### config.mk
export PLATFORM = sky130hd
export DESIGN_NAME = cfgBlock
export DESIGN_NICKNAME = d
export VERILOG_FILES = /design/src/rtl/cfgPkg.sv /design/src/rtl/cfgCtrl.sv /design/src/rtl/cfgData.sv /design/src/rtl/shadowDecode.sv /design/src/rtl/cfgBlock.sv
export SDC_FILE = /design/constraint.sdc
export NUM_CORES = 2
export LEC_CHECK = 0
export ABC_AREA = 1
export BUFFER_PORTS_ARGS = -buffer_cell sky130_fd_sc_hd__buf_4
export CORE_UTILIZATION = 40
export DETAILED_ROUTE_END_ITERATION = 10
export GPL_ROUTABILITY_DRIVEN = 0
export HOLD_SLACK_MARGIN = 0.08
export SLEW_MARGIN = 30
export SYNTH_ARGS = -nofsm -noshare
export SYNTH_HDL_FRONTEND = slang
export SYNTH_HIERARCHICAL = 1
export SYNTH_SLANG_ARGS = --single-unit
### constraint.sdc
create_clock -name clk -period 7.03 [get_ports clk]
set_clock_uncertainty 0.05 [all_clocks]
set_input_delay 1.406 -clock clk [delete_from_list [all_inputs] [get_ports clk]]
set_output_delay 1.406 -clock clk [all_outputs]
set_load 0.02 [all_outputs]
### src/rtl/cfgPkg.sv
package cfgPkg;
  typedef struct packed {
    logic idxWr;
    logic dataWr;
    logic idxRd;
    logic dataRd;
  } ioStrobes_t;

  function automatic logic [7:0] wrMask(input logic [7:0] idx);
    case (idx)
      8'h01: wrMask = 8'hD3;
      8'h02: wrMask = 8'h7F;
      8'h03: wrMask = 8'h1F;
      8'h05: wrMask = 8'hF3;
      8'h06, 8'h07: wrMask = 8'h1F;
      8'h08: wrMask = 8'h0F;
      8'h09: wrMask = 8'h03;
      8'h12: wrMask = 8'hBB;
      8'h18: wrMask = 8'h77;
      8'h19: wrMask = 8'hFB;
      8'h1B: wrMask = 8'hEF;
      default: wrMask = 8'hFF;
    endcase
  endfunction

  function automatic logic isWaitIdx(input logic [7:0] idx);
    isWaitIdx = (idx == 8'h01) || (idx == 8'h04) || (idx == 8'h1A);
  endfunction
endpackage

### src/rtl/cfgCtrl.sv
module cfgCtrl
  import cfgPkg::*;
#(
  parameter int ADDR_W = 16,
  parameter logic [ADDR_W-1:0] IDX_PORT = 'hF2,
  parameter logic [ADDR_W-1:0] DATA_PORT = 'hF3
) (
  input  logic              ioCs,
  input  logic              ioWr,
  input  logic              ioRd,
  input  logic [ADDR_W-1:0] ioAddr,
  output ioStrobes_t        stb
);
  logic selIdx, selData;
  assign selIdx  = ioCs && (ioAddr == IDX_PORT);
  assign selData = ioCs && (ioAddr == DATA_PORT);

  always_comb begin
    stb.idxWr  = selIdx && ioWr;
    stb.dataWr = selData && ioWr;
    stb.idxRd  = selIdx && ioRd;
    stb.dataRd = selData && ioRd;
  end
endmodule

### src/rtl/cfgData.sv
module cfgData
  import cfgPkg::*;
#(
  parameter int DATA_W = 8,
  parameter int NUM_REGS = 256,
  parameter int NUM_WIN = 5,
  localparam int IDX_W = $clog2(NUM_REGS)
) (
  input  logic              clk,
  input  logic              rstN,
  input  ioStrobes_t        stb,
  input  logic [DATA_W-1:0] wdata,
  output logic [DATA_W-1:0] rdata,
  output logic              extCacheEn,
  output logic              intCacheEn,
  output logic              waitUpd,
  output logic [NUM_WIN-1:0] shadowEn,
  output logic              wrProt
);
  logic [IDX_W-1:0]  index;
  logic [DATA_W-1:0] regFile [NUM_REGS];

  always_ff @(posedge clk) begin
    if (!rstN) begin
      index   <= '0;
      waitUpd <= 1'b0;
      for (int i = 0; i < NUM_REGS; i++) regFile[i] <= '0;
    end else begin
      waitUpd <= stb.dataWr && isWaitIdx(8'(index));
      if (stb.idxWr) index <= wdata[IDX_W-1:0];
      if (stb.dataWr) regFile[index] <= wdata & wrMask(8'(index));
    end
  end

  always_comb begin
    if (stb.idxRd)       rdata = DATA_W'(index);
    else if (stb.dataRd) rdata = regFile[index];
    else                 rdata = '0;
  end

  assign extCacheEn = regFile[8'h04][0];
  assign intCacheEn = ~regFile[8'h1A][6];
  assign shadowEn   = regFile[8'h02][NUM_WIN-1:0];
  assign wrProt     = regFile[8'h02][5];
endmodule

### src/rtl/shadowDecode.sv
module shadowDecode #(
  parameter int MEM_AW = 20,
  parameter int NUM_WIN = 5
) (
  input  logic [MEM_AW-1:0]  memAddr,
  input  logic               memWrite,
  input  logic [NUM_WIN-1:0] shadowEn,
  input  logic               wrProt,
  output logic               hitInternal,
  output logic               toExternal,
  output logic               writeDrop
);
  localparam int SMALL_SZ = 'h8000;
  localparam int LARGE_SZ = 'h10000;
  localparam int BASE0    = 'hC0000;

  logic [NUM_WIN-1:0] inWin;

  for (genvar w = 0; w < NUM_WIN; w++) begin : gWin
    localparam int BASE = (w <= 1) ? BASE0 + w * SMALL_SZ : BASE0 + 2 * SMALL_SZ + (w - 2) * LARGE_SZ;
    localparam int SIZE = (w <= 1) ? SMALL_SZ : LARGE_SZ;
    assign inWin[w] = (int'(memAddr) >= BASE) && (int'(memAddr) < BASE + SIZE);
  end

  logic anyWin, winOn;
  assign anyWin = |inWin;
  assign winOn  = |(inWin & shadowEn);

  always_comb begin
    hitInternal = 1'b1;
    toExternal  = 1'b0;
    writeDrop   = 1'b0;
    if (anyWin) begin
      if (!winOn) begin
        hitInternal = 1'b0;
        toExternal  = 1'b1;
      end else if (memWrite && wrProt) begin
        hitInternal = 1'b0;
        writeDrop   = 1'b1;
      end
    end
  end
endmodule

### src/rtl/cfgBlock.sv
module cfgBlock
  import cfgPkg::*;
#(
  parameter int ADDR_W = 16,
  parameter int DATA_W = 8,
  parameter int NUM_REGS = 256,
  parameter int MEM_AW = 20,
  parameter int NUM_WIN = 5
) (
  input  logic              clk,
  input  logic              rstN,
  input  logic              ioCs,
  input  logic              ioWr,
  input  logic              ioRd,
  input  logic [ADDR_W-1:0] ioAddr,
  input  logic [DATA_W-1:0] ioWdata,
  output logic [DATA_W-1:0] ioRdata,
  output logic              extCacheEn,
  output logic              intCacheEn,
  output logic              waitUpd,
  input  logic [MEM_AW-1:0] memAddr,
  input  logic              memWrite,
  output logic              hitInternal,
  output logic              toExternal,
  output logic              writeDrop
);
  ioStrobes_t         stb;
  logic [NUM_WIN-1:0] shadowEn;
  logic               wrProt;

  cfgCtrl #(.ADDR_W(ADDR_W)) uCtrl (
    .ioCs(ioCs), .ioWr(ioWr), .ioRd(ioRd), .ioAddr(ioAddr), .stb(stb)
  );

  cfgData #(.DATA_W(DATA_W), .NUM_REGS(NUM_REGS), .NUM_WIN(NUM_WIN)) uData (
    .clk(clk), .rstN(rstN), .stb(stb), .wdata(ioWdata), .rdata(ioRdata),
    .extCacheEn(extCacheEn), .intCacheEn(intCacheEn), .waitUpd(waitUpd),
    .shadowEn(shadowEn), .wrProt(wrProt)
  );

  shadowDecode #(.MEM_AW(MEM_AW), .NUM_WIN(NUM_WIN)) uShadow (
    .memAddr(memAddr), .memWrite(memWrite), .shadowEn(shadowEn), .wrProt(wrProt),
    .hitInternal(hitInternal), .toExternal(toExternal), .writeDrop(writeDrop)
  );
endmodule

; ---- Yosys cells after proc, flatten, opt, wreduce, memory -nomap -nowiden
; Memories as Yosys holds them, arrays and structs flattened. A register that Yosys moved wholly into a read port is not among the register bits.
; Index checks and enable logic that the tools add are counted.
[word_totals]
in_bits = 50
regBits = 9
mem_bits_rw = 2048
word_cells = 63
output_inout_bits = 14
n_memories = 2
romBits = 192
[mem_list]
columns = memory, depth, width, read_ports, rd_clocked_by_memory_dff, write_ports, line_no
row1 = uData.regFile, 256, 8, 4, 1, 256, cfgData.sv:21  ; logic [DATA_W-1:0] regFile [NUM_REGS];
row2 = (name not given), 32, 6, 1, 1, 0, cfgPkg.sv:10  ; case (idx)
[op_classes]
n_reduce_logical = 18
eq_ne = 5
n_mux = 24
n_bitwise = 3
magnitude_cmp = 9
[ops]
columns = operator, n
row1 = $ge A20 B20 Y1 const B, 5
row2 = $lt A20 B20 Y1 const B, 4
row3 = $mux W8, 9
row4 = $eq A16 B8 Y1 const B, 2
row5 = $mux W1, 13
row6 = $logic_and A1 B1 Y1, 12
row7 = $mux W5, 2
row8 = $reduce_or A5 Y1, 2
row9 = $and A8 B8 Y8, 1
row10 = $eq A8 B1 Y1 const B, 1
row11 = $eq A8 B3 Y1 const B, 1
row12 = $eq A8 B5 Y1 const B, 1
row13 = $reduce_or A8 Y1, 1
row14 = $and A5 B5 Y5, 1
row15 = $logic_not A3 Y1, 1
row16 = $logic_or A1 B1 Y1, 2
row17 = $not A1 Y1, 1

; ---- Depth between registers and ports, before layout
[logic_depth]
ltp_word = 8
mapped_depth = 17
mapped_depth_nobuf = 14

; ---- By module
; Netlist, hierarchy kept.
[by_module_without_submodules]
columns = mod, seq_area_each_um2, area_per_inst_um2, cells_each, n_inst
row1 = cfgData, 61959.4, 94070.2, 9727, 1
row2 = shadowDecode, 0.0, 111.4, 22, 1
row3 = cfgCtrl, 0.0, 100.1, 22, 1

; ---- Worst setup path after synthesis
; Ideal clock, no wire load.
[synth_timing]
path_type = input to output
start = input ioAddr[10]
end = output ioRdata[0]
setup_slack_ns = 3.101
path_buffers = 1
required_ns = 5.574
arrival_ns = 2.473
path_stages = 9
path_cell_list = nor2_1 nand2_1 nor2_2 nand3_1 nor2_1 clkbuf_1 nor2_1 nand3_1 nand2_1
[synth_rtl]
columns = item, line_no
row1 = from (decl), cfgBlock.sv:15  ; input logic [ADDR_W-1:0] ioAddr,
row2 = to (decl), cfgBlock.sv:17  ; output logic [DATA_W-1:0] ioRdata,

==> qor.yml <==
finish:
  synthToLayoutAreaGrowth_pct: 9.658
  stdcell_count: 12740
  nets: 9468
  final_util_pct: 44.29
  design_area_mm2: 0.1034
  drive_gt1_share_pct: 5.719
  filler_cell_count: 22230
setup_path:
  crit_buf_inv: 3
  cp.arrival_ps: 4810
  regToRegSetupSlack_ps: 3640
  worstPathCellList: "inv_16 -> buf_4 -> nand2_1 -> nand3_1 -> nand3_1 -> nand3_1 -> nand3_1 -> nand2_1 -> nand2_1 -> nand2_1 -> nand2_1 -> nand3_1 -> nand3_1 -> nand2_1 -> buf_4"
  worstSetupPathType: "reg -> out"
  endpoint_kind: "primary output"
  required_ps: 5570
  cp_slowest_stage_delay_ps: 790
  crit_slowest_cell: "buf_4"
  cp_top_family: "simple AND/OR/NAND/NOR gates"
  cp_max_fo: 111
  critPathLaunchType: "flip-flop"
  cp.depth: 15
  r2r_cells: 5
sta:
  tns_ps: 0
  holdWs_ps: 617.9
  period_needed_ps: 6264
  fmax_ghz: 0.1596
  slew_headroom_pct: 27.27
  setup_viol: 0
  max_slew.worst_pin.slew_ps: 1091
  drv_slew: 0
  fin_crit_sh_pct: 89.10
  setup_slack_ps: 766.1
  rsz0062_at_grt: "false"
  hold_viol_final: 0
floorplan:
  io_pins: 64
  die_area_mm2: 0.2377
  fp-row-count: 177
  initial_utilization_pct: 40.39
  dieWidth_um: 487.5
  die_height_um: 487.5
  core-area_mm2: 0.2334
clock_tree:
  cts_tree: "built"
  cts_sinks: 2071
  htree_levels: 4
  cts_resized: 0
  clock-root-buffer: "clkbuf_16"
  clk_latency_ps: 850
  cts_hold_buf: 0
  cts.path.max_buffers: 3
  clk_pin_slew_worst_paths_ps: 60
  post-cts-setup-buffers: 0
  cts_buffers: 213
placement:
  numPortBuffers: 48
  dp_slack_ps: 1559
  numPlacedInstances: 12330
  placed_cell_area_mm2: 0.09658
  dp_hpwl_um: 164000
global_route:
  grt_pass1_wl_um: 418000
  antenna_found_initial: 12
  grt_start_max_net_pins: 212
  grt.total_usage_pct: 23.36
  grt_pass1_vias: 67030
  grt_overflow: 0
min_path:
  hp-class: "reg -> reg"
  hold_depth: 2
logic_synthesis:
  ys.flop_type: "edfxtp_1"
  synth_top_area_share_pct: 65.23
  synth.avg_cell_area_um2: 9.649
  synth_edf_count: 2048
  synth.area.top_cells: "edfxtp_1 65%, nand2_1 11%, nand3_1 10%"
  async_reset_ff_share_pct: 0
  synth_nets: 9821
  synth_top_cell_by_area: "edfxtp_1"
  netlist_area_mm2: 0.09428
  synthCells: 9771
  ys_seq_elements: 2071
  ys_warn_count: 6
  synth_cell_type_count: 27
  yosysSeqAreaShare_pct: 65.72
run_status:
  status: "completed"
detailed_routing:
  via_count: 70800
  ant_nets: 0
  drt_first_pass_iters: 6
  drtIter0Drc: 8822
  wirelength_um: 281800
  drt-vias-per-instance: 5.560
  wl_per_cell_um: 22.13
  drcViolationCount: 0
pwr:
  p_per_area_mw_per_mm2: 253.1
  p_leak_nw: 38.17
  peakVddDrop_mv: 0.2062
  power.total_mw: 26.17
run:
  maxCapViolCount: 0
==> kinds of logic after synthesis <==
| group | share of synthesized area (%) |
|---|---|
| AO/OA/AOI/OAI | 0.1221 |
| buffers and inverters | 3.975 |
| flip-flops | 65.72 |
| AND/OR/NAND/NOR | 30.19 |
==> power by group <==
| part | switching, mW | internal (mW) |
|---|---|---|
| Combinational | 0.759 | 0.176 |
| Sequential | 0.151 | 14.1 |
| Clock | 4.80 | 6.22 |
==> cells in the mapped netlist, types with 2 or more instances <==
master,instances
nor2_1,2114
inv_2,11
nand2_1,2775
buf_4,63
buf_1,67
nand2_2,12
edfxtp_1,2048
buf_2,404
buf_6,7
o21ai_0,9
a21oi_1,5
nor2_2,3
nor3_2,8
nand4_1,4
o211ai_1,2
o21ai_1,6
inv_1,32
dfxtp_1,23
clkbuf_1,200
nor3_1,20
nand3_1,1952
==> layer usage <==
layer	global-route usage, %	routed length [um]	vias to the layer above
li1	-	-	32300
met1	31.78	114200	34620
met4	8.654	10290	2
met5	0	13	-
met2	37.60	131500	3360
met3	3.684	25830	516
==> registers in the layout, summed over array words and instances, names as in the netlist, named ones only <==
| register | flops |
|---|---|
| uData/regFile | 2048 |
| uData/index | 8 |
| uData/waitUpd | 1 |
==> worst paths after layout <==
kind,from,endpoint
min reg2reg,uData/index[7],uData/index[7]
min,uData/index[7],uData/index[7]
max reg2reg,uData/index[2],uData/regFile[108][3]
max,flip-flop,ioRdata[5]
==> cells in the final DEF, fill, tap and decap left out, drive strengths merged <==
cell,n
clkinv,115
nor4,1
inv,52
nor2,2117
nor3b,1
nand2,2787
nand4,5
dfxtp,23
clkbuf,257
o211ai,2
o21ai,15
diode,3
clkinvlp,2
bufinv,16
buf,173
a21oi,5
nor2b,1
nand3,1952
nor3,28
edfxtp,2048
==> layout make-up <==
type,count,area (um^2),area share (%)
clock buffers,257,5569,5.387
well taps,3132,3919,3.790
diodes,3,7.507,0.007261
clock inverters,140,1197,1.158
multi-input cells,6914,28760,27.82
repair buffers,173,1734,1.677
flip-flops and latches,2071,61980,59.95
inverters,45,225.2,0.2178
==> tightest hold or removal path, cell delays in order, from the launching register on <==
cell and delay [ps]:
dfxtp_1 390, inv_1 110, a21oi_1 110
Note: power is estimated with default switching activity, not from simulation.
